[config.mk]
export PLATFORM = sky130hd
export DESIGN_NAME = pal_lookup
export DESIGN_NICKNAME = d
export VERILOG_FILES = /design/src/rtl/pal_lookup_pkg.sv /design/src/rtl/pal_index_gen.sv /design/src/rtl/pal_table_ram.sv /design/src/rtl/pal_out_stage.sv /design/src/rtl/pal_lookup.sv
export SDC_FILE = /design/constraint.sdc
export NUM_CORES = 1
export LEC_CHECK = 0
export BUFFER_PORTS_ARGS = -buffer_cell sky130_fd_sc_hd__buf_2
export CORE_ASPECT_RATIO = 1.5
export CORE_MARGIN = 3
export CORE_UTILIZATION = 55
export DETAILED_ROUTE_END_ITERATION = 16
export PLACE_DENSITY = 0.79
export SYNTH_ARGS = -nofsm -noshare
export SYNTH_HDL_FRONTEND = slang
export SYNTH_SLANG_ARGS = --single-unit
[constraint.sdc]
create_clock -name clk -period 2.4 [get_ports clk]
set_input_delay 0.12 -clock clk [delete_from_list [all_inputs] [get_ports clk]]
set_output_delay 0.12 -clock clk [all_outputs]
set_load 0.01 [all_outputs]
[src/rtl/pal_lookup_pkg.sv]
package pal_lookup_pkg;
  localparam int CH_W    = 4;            // channel output width
  localparam int IDX_W   = 4;            // table index width
  localparam int PIX_W   = 8;            // raw pixel width
  localparam int NCH     = 3;            // number of colour tables
  localparam int SEL_W   = 2;            // host table select width
  localparam int ENTRIES = 1 << IDX_W;

  localparam int CH_RED   = 0;
  localparam int CH_GREEN = 1;
  localparam int CH_BLUE  = 2;

  typedef enum logic [1:0] {
    DEPTH_1 = 2'd0,
    DEPTH_2 = 2'd1,
    DEPTH_4 = 2'd2,
    DEPTH_8 = 2'd3
  } depth_e;
endpackage

[src/rtl/pal_index_gen.sv]
module pal_index_gen
  import pal_lookup_pkg::*;
(
  input  logic [PIX_W-1:0] pix,
  input  depth_e           depth,
  input  logic             color_mode,
  input  logic [1:0]       mono_bank,
  input  logic [1:0]       color_bank,
  output logic [IDX_W-1:0] idx_red,
  output logic [IDX_W-1:0] idx_green,
  output logic [IDX_W-1:0] idx_blue
);
  logic [1:0] bank2;

  always_comb begin
    bank2 = color_mode ? color_bank : mono_bank;
    unique case (depth)
      DEPTH_2: begin
        idx_red   = {color_bank, pix[1:0]};
        idx_green = {bank2, pix[1:0]};
        idx_blue  = {color_bank, pix[1:0]};
      end
      DEPTH_4: begin
        idx_red   = pix[3:0];
        idx_green = pix[3:0];
        idx_blue  = pix[3:0];
      end
      DEPTH_8: begin
        idx_red   = {color_bank[0], pix[7:5]};
        idx_green = {color_bank[0], pix[4:2]};
        idx_blue  = {color_bank, pix[1:0]};
      end
      default: begin
        idx_red   = '0;
        idx_green = '0;
        idx_blue  = '0;
      end
    endcase
  end

  always_comb begin
    if (depth == DEPTH_4)
      assert (idx_green == pix[3:0] && idx_red == idx_blue);
  end
endmodule

[src/rtl/pal_table_ram.sv]
module pal_table_ram #(
  parameter int W     = 4,
  parameter int AW    = 4,
  parameter int SEL_W = 2,
  parameter int CH_ID = 0
) (
  input  logic             clk,
  input  logic             we,
  input  logic [SEL_W-1:0] sel,
  input  logic [AW-1:0]    waddr,
  input  logic [W-1:0]     wdata,
  input  logic [AW-1:0]    raddr,
  output logic [W-1:0]     rdata
);
  localparam int DEPTH = 1 << AW;
  localparam logic [SEL_W-1:0] MY_SEL = SEL_W'(CH_ID);

  logic [W-1:0] mem [DEPTH];

  always_ff @(posedge clk) begin
    if (we && sel == MY_SEL)
      mem[waddr] <= wdata;
    rdata <= mem[raddr];
  end
endmodule

[src/rtl/pal_out_stage.sv]
module pal_out_stage
  import pal_lookup_pkg::*;
(
  input  logic            clk,
  input  logic            rst,
  input  logic            s_valid,
  input  depth_e          s_depth,
  input  logic            s_color,
  input  logic            s_disp,
  input  logic            s_pix0,
  input  logic [CH_W-1:0] rd_red,
  input  logic [CH_W-1:0] rd_green,
  input  logic [CH_W-1:0] rd_blue,
  output logic            o_valid,
  output logic [CH_W-1:0] o_red,
  output logic [CH_W-1:0] o_green,
  output logic [CH_W-1:0] o_blue
);
  logic [CH_W-1:0] n_red, n_green, n_blue;

  always_comb begin
    n_red   = '0;
    n_green = '0;
    n_blue  = '0;
    if (s_disp) begin
      if (s_depth == DEPTH_1) begin
        n_green = {CH_W{s_pix0}};
      end else begin
        n_green = rd_green;
        if (s_color) begin
          n_red  = rd_red;
          n_blue = rd_blue;
        end
      end
    end
  end

  always_ff @(posedge clk) begin
    if (rst) begin
      o_valid <= 1'b0;
      o_red   <= '0;
      o_green <= '0;
      o_blue  <= '0;
    end else begin
      o_valid <= s_valid;
      if (s_valid) begin
        o_red   <= n_red;
        o_green <= n_green;
        o_blue  <= n_blue;
      end
    end
  end


  disp_off_zero_chk: assert property (@(posedge clk) disable iff (rst)
    (s_valid && !s_disp) |=> (o_red == '0 && o_green == '0 && o_blue == '0));


  mono_rb_zero_chk: assert property (@(posedge clk) disable iff (rst)
    (s_valid && !s_color) |=> (o_red == '0 && o_blue == '0));


  hold_idle_chk: assert property (@(posedge clk) disable iff (rst)
    !s_valid |=> ($stable(o_red) && $stable(o_green) && $stable(o_blue)));


  one_bit_chk: assert property (@(posedge clk) disable iff (rst)
    (s_valid && s_disp && s_depth == DEPTH_1) |=>
      (o_green == {CH_W{$past(s_pix0)}} && o_red == '0 && o_blue == '0));
endmodule

[src/rtl/pal_lookup.sv]
module pal_lookup
  import pal_lookup_pkg::*;
(
  input  logic             clk,
  input  logic             rst,
  input  logic             pix_valid,
  input  logic [7:0]       pix_data,
  input  logic [1:0]       depth,
  input  logic             color_mode,
  input  logic [1:0]       mono_bank,
  input  logic [1:0]       color_bank,
  input  logic             disp_on,
  input  logic             tbl_we,
  input  logic [1:0]       tbl_sel,
  input  logic [3:0]       tbl_addr,
  input  logic [3:0]       tbl_wdata,
  output logic             out_valid,
  output logic [3:0]       out_red,
  output logic [3:0]       out_green,
  output logic [3:0]       out_blue
);
  depth_e           depth_in;
  logic [IDX_W-1:0] idx [NCH];
  logic [CH_W-1:0]  rd  [NCH];

  assign depth_in = depth_e'(depth);

  pal_index_gen u_idx (
    .pix        (pix_data),
    .depth      (depth_in),
    .color_mode (color_mode),
    .mono_bank  (mono_bank),
    .color_bank (color_bank),
    .idx_red    (idx[CH_RED]),
    .idx_green  (idx[CH_GREEN]),
    .idx_blue   (idx[CH_BLUE])
  );

  for (genvar c = 0; c < NCH; c++) begin : g_tbl
    pal_table_ram #(
      .W     (CH_W),
      .AW    (IDX_W),
      .SEL_W (SEL_W),
      .CH_ID (c)
    ) u_ram (
      .clk   (clk),
      .we    (tbl_we),
      .sel   (tbl_sel),
      .waddr (tbl_addr),
      .wdata (tbl_wdata),
      .raddr (idx[c]),
      .rdata (rd[c])
    );
  end

  // control travelling alongside the table read
  logic   s_valid, s_color, s_disp, s_pix0;
  depth_e s_depth;

  always_ff @(posedge clk) begin
    if (rst) begin
      s_valid <= 1'b0;
      s_color <= 1'b0;
      s_disp  <= 1'b0;
      s_pix0  <= 1'b0;
      s_depth <= DEPTH_1;
    end else begin
      s_valid <= pix_valid;
      s_color <= color_mode;
      s_disp  <= disp_on;
      s_pix0  <= pix_data[0];
      s_depth <= depth_in;
    end
  end

  pal_out_stage u_out (
    .clk      (clk),
    .rst      (rst),
    .s_valid  (s_valid),
    .s_depth  (s_depth),
    .s_color  (s_color),
    .s_disp   (s_disp),
    .s_pix0   (s_pix0),
    .rd_red   (rd[CH_RED]),
    .rd_green (rd[CH_GREEN]),
    .rd_blue  (rd[CH_BLUE]),
    .o_valid  (out_valid),
    .o_red    (out_red),
    .o_green  (out_green),
    .o_blue   (out_blue)
  );


  valid_lat_chk: assert property (@(posedge clk) disable iff (rst)
    pix_valid |=> ##1 out_valid);


  no_spurious_valid_chk: assert property (@(posedge clk) disable iff (rst)
    !pix_valid |=> ##1 !out_valid);
endmodule

# After elaboration in Yosys (flattened, before gate mapping)
# Memory sizes are Yosys's and may differ from the RTL's. A register that Yosys moved wholly into a read port is not among the register bits.
# Index checks and enable logic that the tools add are counted.
[totals]
regBits = 19
latchBits = 0
mem_bits_rw = 192
romBits = 0
input_bits = 30
mem_count = 3
[memory_table]
columns = ["name", "depth", "word_bits", "rd", "rd_clocked_by_memory_dff", "write_ports", "line", "source"]
rows = [
  ["g_tbl[0].u_ram.mem", 16, 4, 1, 1, 1, "pal_table_ram.sv:18", "logic [W-1:0] mem [DEPTH];"],
  ["g_tbl[1].u_ram.mem", 16, 4, 1, 1, 1, "pal_table_ram.sv:18", ""],
  ["g_tbl[2].u_ram.mem", 16, 4, 1, 1, 1, "pal_table_ram.sv:18", ""],
]
[classes]
addsub = 0
n_mul = 0
div_mod_pow = 0
magnitude_cmp = 0
n_eq_ne = 5
n_shift = 0
mux = 18
n_bitwise = 0
reduce_logical = 6
[op_table]
columns = ["op", "n"]
rows = [
  ["4-bit two-way mux", 8],
  ["4-bit one-hot mux with 3 select lines", 2],
  ["4-bit one-hot mux with 2 select lines", 1],
  ["2-bit == test (second input constant)", 3],
  ["1-bit two-way mux", 6],
  ["2-bit by 1-bit == test with 1-bit output (second input constant)", 2],
  ["2-bit zero test", 2],
  ["1-bit logical AND", 3],
  ["2-bit two-way mux", 1],
  ["2-bit OR reduction", 1],
]

# Depth between registers and ports, before layout
[depth]
word_depth = 4
depth_mapped = 8
ltp_nobuf = 5

# Modules after synthesis
# From an unflattened synthesis, not the netlist that was laid out.
[hier_totals]
hier_cells = 498
area_unflattened_um2 = 9002.4
[modules_own_cells]
columns = ["mod", "n_inst", "cells_per_inst", "area_per_inst_um2", "seq_area_each_um2"]
rows = [
  ["pal_table_ram (g_tbl[1].u_ram ...)", 2, 132, 2678.8, 2001.9],
  ["pal_table_ram (g_tbl[0].u_ram)", 1, 132, 2676.3, 2001.9],
  ["pal_out_stage", 1, 57, 566.8, 260.2],
  ["pal_index_gen", 1, 33, 244.0, 0.0],
  ["pal_lookup", 1, 12, 157.7, 120.1],
]

# Worst setup path after synthesis
# OpenSTA, ideal clock, no wires.
[synth_path]
path_kind = "input port to flip-flop"
from = "input port depth[1]"
to = "register g_tbl[0].u_ram.rdata[1], read port of g_tbl[0].u_ram.mem"
setup_ps = 120
arrival_ps = 1612
slack_ps = 668
cell_stages = 8
path_buffers = 3
path_cell_list = "buf_4 mux2i_1 o21a_1 buf_6 buf_6 mux4_2 a22oi_1 nand2_1"
[synth_via]
elab_chain_cells = 2
[synth_rtl]
columns = ["item", "line", "source"]
rows = [
  ["start: declaration", "pal_lookup.sv:8", "input logic [1:0] depth,"],
  ["2-bit == test, or another cell as far along", "pal_index_gen.sv:17", "unique case (depth)"],
  ["4-bit one-hot mux with 3 select lines (*)", "pal_index_gen.sv:17", ""],
  ["end: declaration", "pal_table_ram.sv:13", "output logic [W-1:0] rdata"],
]
# Mark *: on every way between the ends. The rest lies on a longest branch, timed or not.
# A chain may end at the register's enable or synchronous reset.

# Worst setup path in the final report
[layout_path]
from = "input port pix_data[0]"
to = "register g_tbl[1].u_ram.rdata[1], read port of g_tbl[1].u_ram.mem"
[layout_via]
elab_chain_cells = 1
[layout_rtl]
columns = ["item", "line", "source"]
rows = [
  ["start: declaration", "pal_lookup.sv:7", "input logic [7:0] pix_data,"],
  ["4-bit one-hot mux with 3 select lines", "pal_index_gen.sv:17", ""],
  ["end: declaration", "pal_table_ram.sv:13", ""],
]
# No other way between the ends.

==> metrics list <==
- Run status: completed
- For this run, design rule violations remaining after detail routing come to 0.
- The number of max-slew violations in the final report was 0.
- Along the worst path, the maximum fanout reaches 16.
- Width of the die: 111 um
* Total negative setup slack: 0 ns
- Timing analysis after detailed placement gives a worst setup slack of 0.251 ns.
* Count of mapped cells out of synthesis: 622
* Setup repair after global routing missed its margin: no
- Asr flop ratio synth: 0
- Counting along the longest clock path gives a buffer depth of 3.
* Yosys Warn Count: 0
- Number of nets in the synthesized netlist: 652
* Hold violation total from the final report: 0
* Overflow after GRT: 0
- 43 I/O pins were placed.
- Number of gates given a new drive strength after cts: 0
- Vias in the first global route: 5609
* Clock-pin transition on the worst setup and hold timing paths: 0.06 ns
- Nets@finish: 703
- The count of nets left with antenna violations once routing finished came out at 0.
- Final critical path time including I/O delays and setup: 2.05 ns
- Share of Yosys cell area claimed by the top area cell type: 0.636
- Once routing completed, OpenROAD measured the worst setup slack at 0.345 ns.
- Maximum clock rate: 487 MHz
- Number of distinct standard cells referenced by the synthesized netlist: 44
- Period utilisation layout: 0.856
- Dividing the detail-routed wire length by the instance count gives 22.1 um.
* Final worst clock skew: 0.0141 ns
- Final Setup Violations: 0
* First DRT Iteration DRCs: 565
- Half-perimeter wire length after placement: 13200 um
- Critical Path Sink Type: flip-flop
- In this run the number of H-tree levels came out at 1.
* Slew headroom: 0.241
- Leading cell type in the layout, fill and taps excluded: sky130_fd_sc_hd__edfxtp_1
* Initial core utilization: 0.570
- Clk root buf: sky130_fd_sc_hd__clkbuf_16
- Leakage power: 3.49 nW
- The number of antenna diodes in the final layout is 0.
- STA puts the critical path data required time at 2.77 ns.
* Maximum number of pins on one net before global-route repair: 49
* Syn Std Cell Area: 9070 um^2
- The floorplan step defined a core boundary enclosing 15900 um^2.
- Cell taking the most area after synthesis: sky130_fd_sc_hd__edfxtp_1
- The initial antenna violation count came to 0.
* Synth top area cells: sky130_fd_sc_hd__edfxtp_1, sky130_fd_sc_hd__dfxtp_1, sky130_fd_sc_hd__mux4_2, sky130_fd_sc_hd__o211ai_1, sky130_fd_sc_hd__nor2_1
* Post-synth EDFFs: 192
* Tightest Hold Check Type: input port to flip-flop
- The critical path is of the input port to flip-flop type.
- STA classifies the critical path startpoint as an input port.
* Aggregate routed wire length: 19700 um
- For this run, the leading register cell type out of synthesis is sky130_fd_sc_hd__edfxtp_1.
* Chip height: 163 um
- The clock net in this run drives a total of 223 sinks.
- The average instance in the mapped netlist occupies 14.6 um^2.
- Rows: 56
- Total via count after detailed routing: 5547
- Arrival time at the worst endpoint: 2.42 ns
* Number of post-CTS setup repair buffers: 0
* Wire length of the first global-routing pass: 31000 um
- Compared with the post-synthesis result, the final layout area differs by 13.2%.
- Final weighted congestion in routability-driven placement: 0.897
* Worst Max-Slew Pin Slew: 1.13 ns
- Pre-antenna DRT Iters: 5
- Overall Power: 0.00831 W
- Leaving out fill and tap cells, the most frequent cells in the layout are sky130_fd_sc_hd__edfxtp_1, sky130_fd_sc_hd__nor2_1, sky130_fd_sc_hd__o211ai_1.
- Ratio of routed vias to standard cells: 6.23
- Max-cap violations in this run came to 0.
* Worst VDD drop: 0.000513 V
- Of the cells placed in the final design, the portion with a size suffix greater than 1 is 0.178.
- CTS tree: built
- For this run, the total global-route usage over all layers was measured as 0.221.
- Portion of the post-synthesis area used by sequential elements: 0.704
* Port Buffer Count: 42
* Clock latency on the worst-skew pair: 0.49 ns
* Area of the die: 18100 um^2
* Number of clock buffers inserted by TritonCTS: 21
* Power Dens Cells: 810 nW/um^2
- Counting flops and latches in the post-synthesis netlist gives 223.
[synthesized netlist by cell type (2+ instances only)]
| cell type | instances |
|---|---|
| sky130_fd_sc_hd__edfxtp_1 | 192 |
| sky130_fd_sc_hd__nor2_1 | 77 |
| sky130_fd_sc_hd__o211ai_1 | 50 |
| sky130_fd_sc_hd__dfxtp_1 | 31 |
| sky130_fd_sc_hd__mux2i_1 | 26 |
| sky130_fd_sc_hd__inv_1 | 24 |
| sky130_fd_sc_hd__clkbuf_1 | 21 |
| sky130_fd_sc_hd__mux4_2 | 17 |
| sky130_fd_sc_hd__nand2_1 | 17 |
| sky130_fd_sc_hd__o22ai_1 | 17 |
| sky130_fd_sc_hd__a22oi_1 | 16 |
| sky130_fd_sc_hd__nand3_1 | 16 |
| sky130_fd_sc_hd__or4_1 | 16 |
| sky130_fd_sc_hd__a21oi_1 | 15 |
| sky130_fd_sc_hd__mux2_2 | 10 |
| sky130_fd_sc_hd__a31oi_1 | 9 |
| sky130_fd_sc_hd__buf_2 | 9 |
| sky130_fd_sc_hd__nor2b_1 | 9 |
| sky130_fd_sc_hd__o21ai_0 | 7 |
| sky130_fd_sc_hd__nand3b_1 | 4 |
| sky130_fd_sc_hd__o21a_1 | 4 |
| sky130_fd_sc_hd__o221ai_1 | 4 |
| sky130_fd_sc_hd__buf_6 | 3 |
| sky130_fd_sc_hd__nor4_1 | 3 |
| sky130_fd_sc_hd__a211oi_1 | 2 |
| sky130_fd_sc_hd__and3b_1 | 2 |
| sky130_fd_sc_hd__nand2b_1 | 2 |
| sky130_fd_sc_hd__o21ai_1 | 2 |
| sky130_fd_sc_hd__or3b_2 | 2 |
[logic make-up after synthesis]
logic type / after synthesis / share of synthesized area
AO/OA/AOI/OAI: 131 / 0.100
flip-flops: 223 / 0.704
AND/OR/NAND/NOR: 155 / 0.0832
buffers and inverters: 60 / 0.0290
multiplexers: 53 / 0.0833
[area by class of cell]
| type | count | area [um^2] |
|---|---|---|
| timing repair buffer | 63 | 395 |
| clock buffer | 26 | 554 |
| tap | 203 | 254 |
| clock inverter | 11 | 161 |
| multi-input combinational | 339 | 2420 |
| sequential | 223 | 6390 |
| fill | 1101 | 5640 |
| inverter | 25 | 93.8 |
[registers in the layout (all words and copies together) (netlist names)]
| signal | cells |
|---|---|
| g_tbl.u_ram.mem | 192 |
| g_tbl.u_ram.rdata | 12 |
| u_out.o_valid | 1 |
| u_out.o_green | 4 |
| u_out.o_red | 4 |
| s_valid | 1 |
| s_depth | 2 |
| s_disp | 1 |
| s_color | 1 |
| s_pix0 | 1 |
| u_out.o_blue | 4 |
[where the power goes]
group          switching (W)  leakage [nW]  internal (W)
Combinational       0.000373          1.17      0.000228
Clock                0.00134         0.339       0.00207
Sequential         0.0000313          1.98       0.00427
[critical path, stage by stage]
cell	delay (ns)
sky130_fd_sc_hd__dlygate4sd3_1	0.53
sky130_fd_sc_hd__buf_2	0.16
sky130_fd_sc_hd__nand3b_2	0.22
sky130_fd_sc_hd__buf_4	0.26
sky130_fd_sc_hd__o21ai_0	0.28
sky130_fd_sc_hd__or4_1	0.50
sky130_fd_sc_hd__a31oi_1	0.25
sky130_fd_sc_hd__nor4_1	0.10
[path summary, 6_finish.rpt]
path | start | end | slack, ns | cells past startpoint
worst max-delay path | pix_data[0] | g_tbl[1].u_ram.rdata[1] | 0.35 | 8
worst max register to register | g_tbl[1].u_ram.mem[0][1] | g_tbl[1].u_ram.rdata[1] | 0.98 | 3
worst min-delay path | depth[1] | s_depth[1] | 0.11 | 3
worst min register to register | u_out.o_green[2] | u_out.o_green[2] | 0.49 | 2
[per-stage QoR]
| step | instance area (um^2) | utilization | hold slack, ns | std cells |
|---|---|---|---|---|
| finish | 10300 | 0.645 | 0.109 | 890 |
| global route | 10300 | 0.645 | 0.121 | 890 |
| CTS | 10300 | 0.645 | 0.0816 | 890 |
| detailed placement | 9490 | 0.597 | 0.334 | 847 |
| global placement | 9490 | 0.597 | 0.341 | 847 |
| floorplan | 9070 | - | 0.219 | 622 |
[layer usage]
layer  vias up  global-route usage  part of all wire
met5         -                   0                 0
met4         0               0.108             0.047
met3        65              0.0285             0.077
met2       269               0.381              0.50
met1      2678               0.277              0.37
li1       2535                   -                 -
[repair_timing]
item / 4_1_cts / 5_1_grt
endpoints found under the setup margin: 0 / 0
endpoints found under the hold margin: 10 / 0
hold buffers: 6 / 0
Note: power is estimated with default switching activity, not from simulation.
